**config.mk**
```make
export PLATFORM = sky130hd
export DESIGN_NAME = spi_irq_ctrl
export DESIGN_NICKNAME = d
export VERILOG_FILES = /design/src/rtl/spi_irq_pkg.sv /design/src/rtl/irq_src_status.sv /design/src/rtl/irq_mask_reg.sv /design/src/rtl/irq_out_reg.sv /design/src/rtl/spi_irq_ctrl.sv
export SDC_FILE = /design/constraint.sdc
export NUM_CORES = 1
export LEC_CHECK = 0
export ABC_AREA = 1
export BUFFER_PORTS_ARGS = -buffer_cell sky130_fd_sc_hd__buf_4
export CAP_MARGIN = 5
export CELL_PAD_IN_SITES_DETAIL_PLACEMENT = 1
export CELL_PAD_IN_SITES_GLOBAL_PLACEMENT = 2
export CORE_UTILIZATION = 18
export CTS_BUF_LIST = sky130_fd_sc_hd__clkbuf_4
export DETAILED_ROUTE_END_ITERATION = 8
export PLACE_DENSITY = 0.88
export SYNTH_ARGS = -nofsm -noshare
export SYNTH_HDL_FRONTEND = slang
export SYNTH_HIERARCHICAL = 1
export SYNTH_SLANG_ARGS = --single-unit
```
**constraint.sdc**
```tcl
create_clock -name clk -period 1 [get_ports clk]
set_clock_uncertainty 0.15 [all_clocks]
set_input_delay 0.15 -clock clk [delete_from_list [all_inputs] [get_ports clk]]
set_output_delay 0.15 -clock clk [all_outputs]
set_load 0.01 [all_outputs]
```
**src/rtl/spi_irq_pkg.sv**
```systemverilog
package spi_irq_pkg;
  localparam int unsigned NSRC = 7;
  localparam int unsigned B_RX_OVF     = 0;
  localparam int unsigned B_MODE_FAULT = 1;
  localparam int unsigned B_TX_NFULL   = 2;
  localparam int unsigned B_TX_FULL    = 3;
  localparam int unsigned B_RX_NEMPTY  = 4;
  localparam int unsigned B_RX_FULL    = 5;
  localparam int unsigned B_TX_UDF     = 6;
  // ones mark sources that follow a level input instead of latching
  localparam logic [NSRC-1:0] LEVEL_MAP = 7'b0111100;
  typedef logic [NSRC-1:0] src_vec_t;
endpackage

```
**src/rtl/irq_src_status.sv**
```systemverilog
module irq_src_status #(
  parameter int unsigned W = 7,
  parameter logic [W-1:0] LEVEL_MAP = '0
) (
  input  logic         clk,
  input  logic         rst_n,
  input  logic [W-1:0] src,
  input  logic         clr_wr,
  input  logic [W-1:0] clr_data,
  output logic [W-1:0] status
);
  localparam logic [W-1:0] STICKY = ~LEVEL_MAP;
  logic [W-1:0] clr_vec;

  always_comb clr_vec = clr_wr ? clr_data : '0;

  // sticky bits hold unless cleared; a fresh source pulse always wins
  always_ff @(posedge clk) begin
    if (!rst_n) status <= '0;
    else        status <= src | (status & STICKY & ~clr_vec);
  end
endmodule

```
**src/rtl/irq_mask_reg.sv**
```systemverilog
module irq_mask_reg #(
  parameter int unsigned W = 7
) (
  input  logic         clk,
  input  logic         rst_n,
  input  logic         set_wr,
  input  logic [W-1:0] set_data,
  input  logic         clr_wr,
  input  logic [W-1:0] clr_data,
  output logic [W-1:0] mask
);
  logic [W-1:0] set_vec, clr_vec;

  always_comb begin
    set_vec = set_wr ? set_data : '0;
    clr_vec = clr_wr ? clr_data : '0;
  end

  // clear applied after set: clear wins on a collision
  always_ff @(posedge clk) begin
    if (!rst_n) mask <= '0;
    else        mask <= (mask | set_vec) & ~clr_vec;
  end
endmodule

```
**src/rtl/irq_out_reg.sv**
```systemverilog
module irq_out_reg #(
  parameter int unsigned W = 7
) (
  input  logic         clk,
  input  logic         rst_n,
  input  logic [W-1:0] status,
  input  logic [W-1:0] mask,
  output logic         irq
);
  always_ff @(posedge clk) begin
    if (!rst_n) irq <= 1'b0;
    else        irq <= |(status & mask);
  end
endmodule

```
**src/rtl/spi_irq_ctrl.sv**
```systemverilog
module spi_irq_ctrl
  import spi_irq_pkg::*;
(
  input  logic            clk,
  input  logic            rst_n,
  input  logic            stat_wr,
  input  logic [NSRC-1:0] stat_wdata,
  input  logic            mset_wr,
  input  logic [NSRC-1:0] mset_wdata,
  input  logic            mclr_wr,
  input  logic [NSRC-1:0] mclr_wdata,
  input  logic            ev_rx_ovf,
  input  logic            ev_mode_fault,
  input  logic            ev_tx_udf,
  input  logic            lv_tx_not_full,
  input  logic            lv_tx_full,
  input  logic            lv_rx_not_empty,
  input  logic            lv_rx_full,
  output logic [NSRC-1:0] status_o,
  output logic [NSRC-1:0] mask_o,
  output logic            irq_o
);
  src_vec_t src_vec;

  always_comb begin
    src_vec               = '0;
    src_vec[B_RX_OVF]     = ev_rx_ovf;
    src_vec[B_MODE_FAULT] = ev_mode_fault;
    src_vec[B_TX_NFULL]   = lv_tx_not_full;
    src_vec[B_TX_FULL]    = lv_tx_full;
    src_vec[B_RX_NEMPTY]  = lv_rx_not_empty;
    src_vec[B_RX_FULL]    = lv_rx_full;
    src_vec[B_TX_UDF]     = ev_tx_udf;
  end

  irq_src_status #(.W(NSRC), .LEVEL_MAP(LEVEL_MAP)) u_status (
    .clk(clk), .rst_n(rst_n), .src(src_vec),
    .clr_wr(stat_wr), .clr_data(stat_wdata), .status(status_o)
  );

  irq_mask_reg #(.W(NSRC)) u_mask (
    .clk(clk), .rst_n(rst_n),
    .set_wr(mset_wr), .set_data(mset_wdata),
    .clr_wr(mclr_wr), .clr_data(mclr_wdata), .mask(mask_o)
  );

  irq_out_reg #(.W(NSRC)) u_irq (
    .clk(clk), .rst_n(rst_n), .status(status_o), .mask(mask_o), .irq(irq_o)
  );
endmodule

```
; Word-level counts from Yosys, hierarchy flattened
; Index checks and enable logic that the tools add are counted.
[classes]
bitwise_logic = 7
n_reduce_logical = 1
mux = 3
[ops]
columns = operator, count
row1 = 7-bit bitwise AND, 3
row2 = 7-bit 2-to-1 mux, 3
row3 = 7-bit NOT, 2
row4 = 7-bit OR, 2
row5 = 7-bit OR reduction, 1
[totals]
elab_cells = 14
output_inout_bits = 15
reg_bits = 15
input_bits = 33

; Longest topological paths before layout
[depth]
ltp_word = 4
ltp_mapped = 4
ltp_nobuf = 4

; By module
; The synthesis kept the hierarchy.
[modules_own_cells]
columns = mod, area_per_inst_um2, instances, cells_each
row1 = irq_mask_reg, 254.0, 1, 35
row2 = irq_src_status, 234.0, 1, 28
row3 = irq_out_reg, 81.3, 1, 16

; Least setup slack after synthesis
; No wires, ideal clock.
[synth_path]
kind = register to register
start = register u_status.status[1]
end = register u_irq.irq
t_required_ps = 733
path_stages_with_launch = 5
path_slack_ps = 129
t_arrival_ps = 604
path_cell_list = dfxtp_1 nand2_1 nand2_1 nor2_1 a21oi_2
[synth_via]
elab_chain_cells = 2
[synth_rtl]
columns = item, line
row1 = start: declaration, irq_src_status.sv:10  ; output logic [W-1:0] status
row2 = start signal: assignment, irq_src_status.sv:20  ; else status <= src | (status & STICKY & ~clr_vec);
row3 = 7-bit bitwise AND, irq_out_reg.sv:12  ; else irq <= |(status & mask);
row4 = 7-bit OR reduction, irq_out_reg.sv:12
row5 = end signal: assignment, irq_out_reg.sv:12
row6 = end: declaration, irq_out_reg.sv:8  ; output logic irq
; No other way between the ends.
; A chain may end at the register's enable or synchronous reset.

; Final worst setup path
[layout_path]
start = register u_mask.mask[0]
end = output mask_o[0]
[layout_lines]
columns = item, line
row1 = start: declaration, irq_mask_reg.sv:10  ; output logic [W-1:0] mask
row2 = start signal: assignment, irq_mask_reg.sv:22  ; else mask <= (mask | set_vec) & ~clr_vec;
row3 = end: declaration, spi_irq_ctrl.sv:20  ; output logic [NSRC-1:0] mask_o,
; No word-level cell between the ends.

==> metrics.md <==
| Metric | Value |
|---|---|
| Relative slew margins | `0.898` |
| Final setup violating endpoints | `17` |
| Worst-case clock buffer depth | `2` |
| Synth area leaders | `dfxtp_1 53%, nand2_1 22%, a21oi_1 6.2%, a21oi_2 6.2%, inv_1 5.9%` |
| Critical setup path kind | `reg2out` |
| Clock transition at path regs | `0.11 ns` |
| Slowest CP cell | `dfxtp_2` |
| RSZ-0062 raised after global routing | `true` |
| DR pass1 iterations | `3` |
| H-tree depth | `1` |
| Number of vias in the routed layout | `811` |
| Gr usage total | `0.148` |
| Die Wd | `58.2 um` |
| Final Core Density | `0.464` |
| Post-DR vias/cell | `3.96` |
| TritonCTS Sinks | `15` |
| Area Overhead vs Synth | `147%` |
| Initial Utilization | `0.188` |
| Final min period | `1.05 ns` |
| Largest family of logic cells by synthesized area | `simple AND/OR/NAND/NOR gates` |
| Layout cell share with drive strength beyond 1 | `0.534` |
| Crit Path Max Fanout | `2` |
| CTS tree | `yes` |
| FP Rows | `20` |
| CP Capture Type | `primary output` |
| Hold Crit Class | `in2reg` |
| Yosys warns | `6` |
| Top Ports | `48` |
| Status | `finished with violations` |
| Slowest cell delay on critical path | `0.36 ns` |
| Clk root buf | `clkbuf_4` |
| Total Routed Length | `2420 um` |
| Reg area | `319 um^2` |
| Final Max Slew Viols | `0` |
| WP data required | `0.70 ns` |
| Synth top area share | `0.527` |
| Cell Chain, Critical Path | `buf_6` |
| Non-filler cells, final | `205` |
| # Max-Cap Violations | `0` |
| Post-synthesis simple-gate area fraction | `0.284` |
| XOR/XNOR Fraction of Synth Area | `0` |
| Compound-Gate Fraction of Synth Area | `0.123` |
| Multi-input gate area | `260 um^2` |
| Leakage | `0.725 nW` |
| Detail Placement HPWL | `1470 um` |
| Fin crit share | `1.05` |
| Crit path DAT | `0.75 ns` |
| Final worst slack | `-0.0513 ns` |
| WHS Path Cells | `4` |
| Hold_ws | `-0.0145 ns` |
| Vias in the first global route | `824` |
| Syn Nets | `112` |
| DIE AREA | `3390 um^2` |
| GRT overflow | `0` |
| Largest net degree at the start of global routing | `14` |
| DIE HEIGHT | `58.2 um` |
| RD Place Congestion | `0.577` |
| Power Total | `1.47 mW` |
| Initial antenna violation count | `0` |
| Reg2reg path depth | `5` |
| Synth cell types | `7` |
| First-pass GRT wire length | `3740 um` |
| Max Fclk | `951 MHz` |
| Slew @ Worst Pin | `0.153 ns` |
| Syn Area/Cell | `7.21 um^2` |
| Final Hold Viols | `1` |
| Biggest area consumer among synthesized cells | `dfxtp_1` |
| Sequential share of the synthesized area | `0.527` |
| Port buffer count | `43` |
| FILL cells | `376` |
| Crit start category | `flop` |
| Pwr/cell area | `1040 nW/um^2` |
| Post-synthesis adder-cell area fraction | `0` |
| Worst vdd ir | `0.356 mV` |
| Dpl cells | `166` |
| Levels on crit path | `1` |
| Final antenna-violating net count | `0` |
| Detailed Route Iter0 Violations | `6` |
| Drc violations | `0` |
| #FFs+latches synth | `15` |
| Top Family by Delay on Critical Path | `flip-flops` |
| Mux contribution to synthesized area | `0` |
| Mapped Cells | `79` |
| Antenna fix cells | `0` |
| Per-cell routed wire length | `11.8 um` |
| Failing checks | `hold timing, setup timing` |
| Worst-Skew Late Latency | `0.28 ns` |
| Num CTS Buffers | `3` |
| Core area | `3030 um^2` |
| Cell Area, Synth | `569 um^2` |
| Final nets | `195` |
| CP Buf/Inv Count | `1` |
report_power, final:
group	internal (mW)	total (mW)	switching [mW]
combinational	0.262	0.411	0.149
sequential	0.641	0.667	0.0257
clock	0.182	0.392	0.210
flip-flops by register name, indices dropped and copies added, names as in the netlist:
| register | flops |
|---|---|
| u_mask/mask | 7 |
| u_irq/irq | 1 |
| u_status/status | 7 |
synthesized netlist by cell type:
cell type / instances
a21oi_2: 4
inv_1: 9
nor2_1: 9
dfxtp_1: 15
nand2_1: 34
a21oi_1: 7
inv_2: 1
kinds of logic after synthesis:
logic type | Yosys count
compound gates | 11
buf+inv | 10
flops | 15
simple gates | 43
through the flow:
step	TNS (ns)	area [um^2]	setup slack [ns]
after floorplan	0	569	0.129
after global placement	0	947	0.0868
after detailed placement	0	947	0.0898
after CTS	-0.730	1380	-0.0589
after global routing	-1.01	1410	-0.0773
final	-0.458	1410	-0.0513
area by class of cell:
class                      instances  share of cell area
inverter                          10              0.0267
tap                               44              0.0391
multi-input combinational         54               0.185
clock buffer                       4              0.0214
timing repair buffer              78               0.501
sequential                        15               0.227
per-layer routing:
| layer | track usage | routed length [um] | up-vias |
|---|---|---|---|
| li1 | - | - | 405 |
| met1 | 0.154 | 895 | 386 |
| met2 | 0.305 | 1460 | 18 |
| met3 | 0.00446 | 44 | 2 |
| met4 | 0.0612 | 17 | 0 |
| met5 | 0 | 0 | - |
cells in the final DEF (no fill, tap or decap), drive strengths merged:
cell type / instances
buf: 54
dlymetal6s4s: 1
clkbuf: 4
nand2: 34
inv: 10
dfxtp: 15
nor2: 9
dlygate4sd3: 23
a21oi: 11
path summary, 6_finish.rpt:
path | slack [ns] | to | startpoint
worst max-delay path | -0.05 | mask_o[0] | u_mask/mask[0]
worst min-delay path | -0.01 | u_status/status[6] | stat_wr
worst max register to register | 0 | u_irq/irq | u_mask/mask[0]
worst min register to register | 0.43 | u_mask/mask[4] | u_mask/mask[4]
timing repair:
item / CTS / global route
resized for setup: 31 / 9
buffers inserted: 11 / 0
endpoints found under the setup margin: 15 / 21
hold buffers: 24 / 1
hold endpoints to repair: 14 / 1
pin swaps: 1 / 1
No activity file was read; power rests on OpenSTA's default activity.
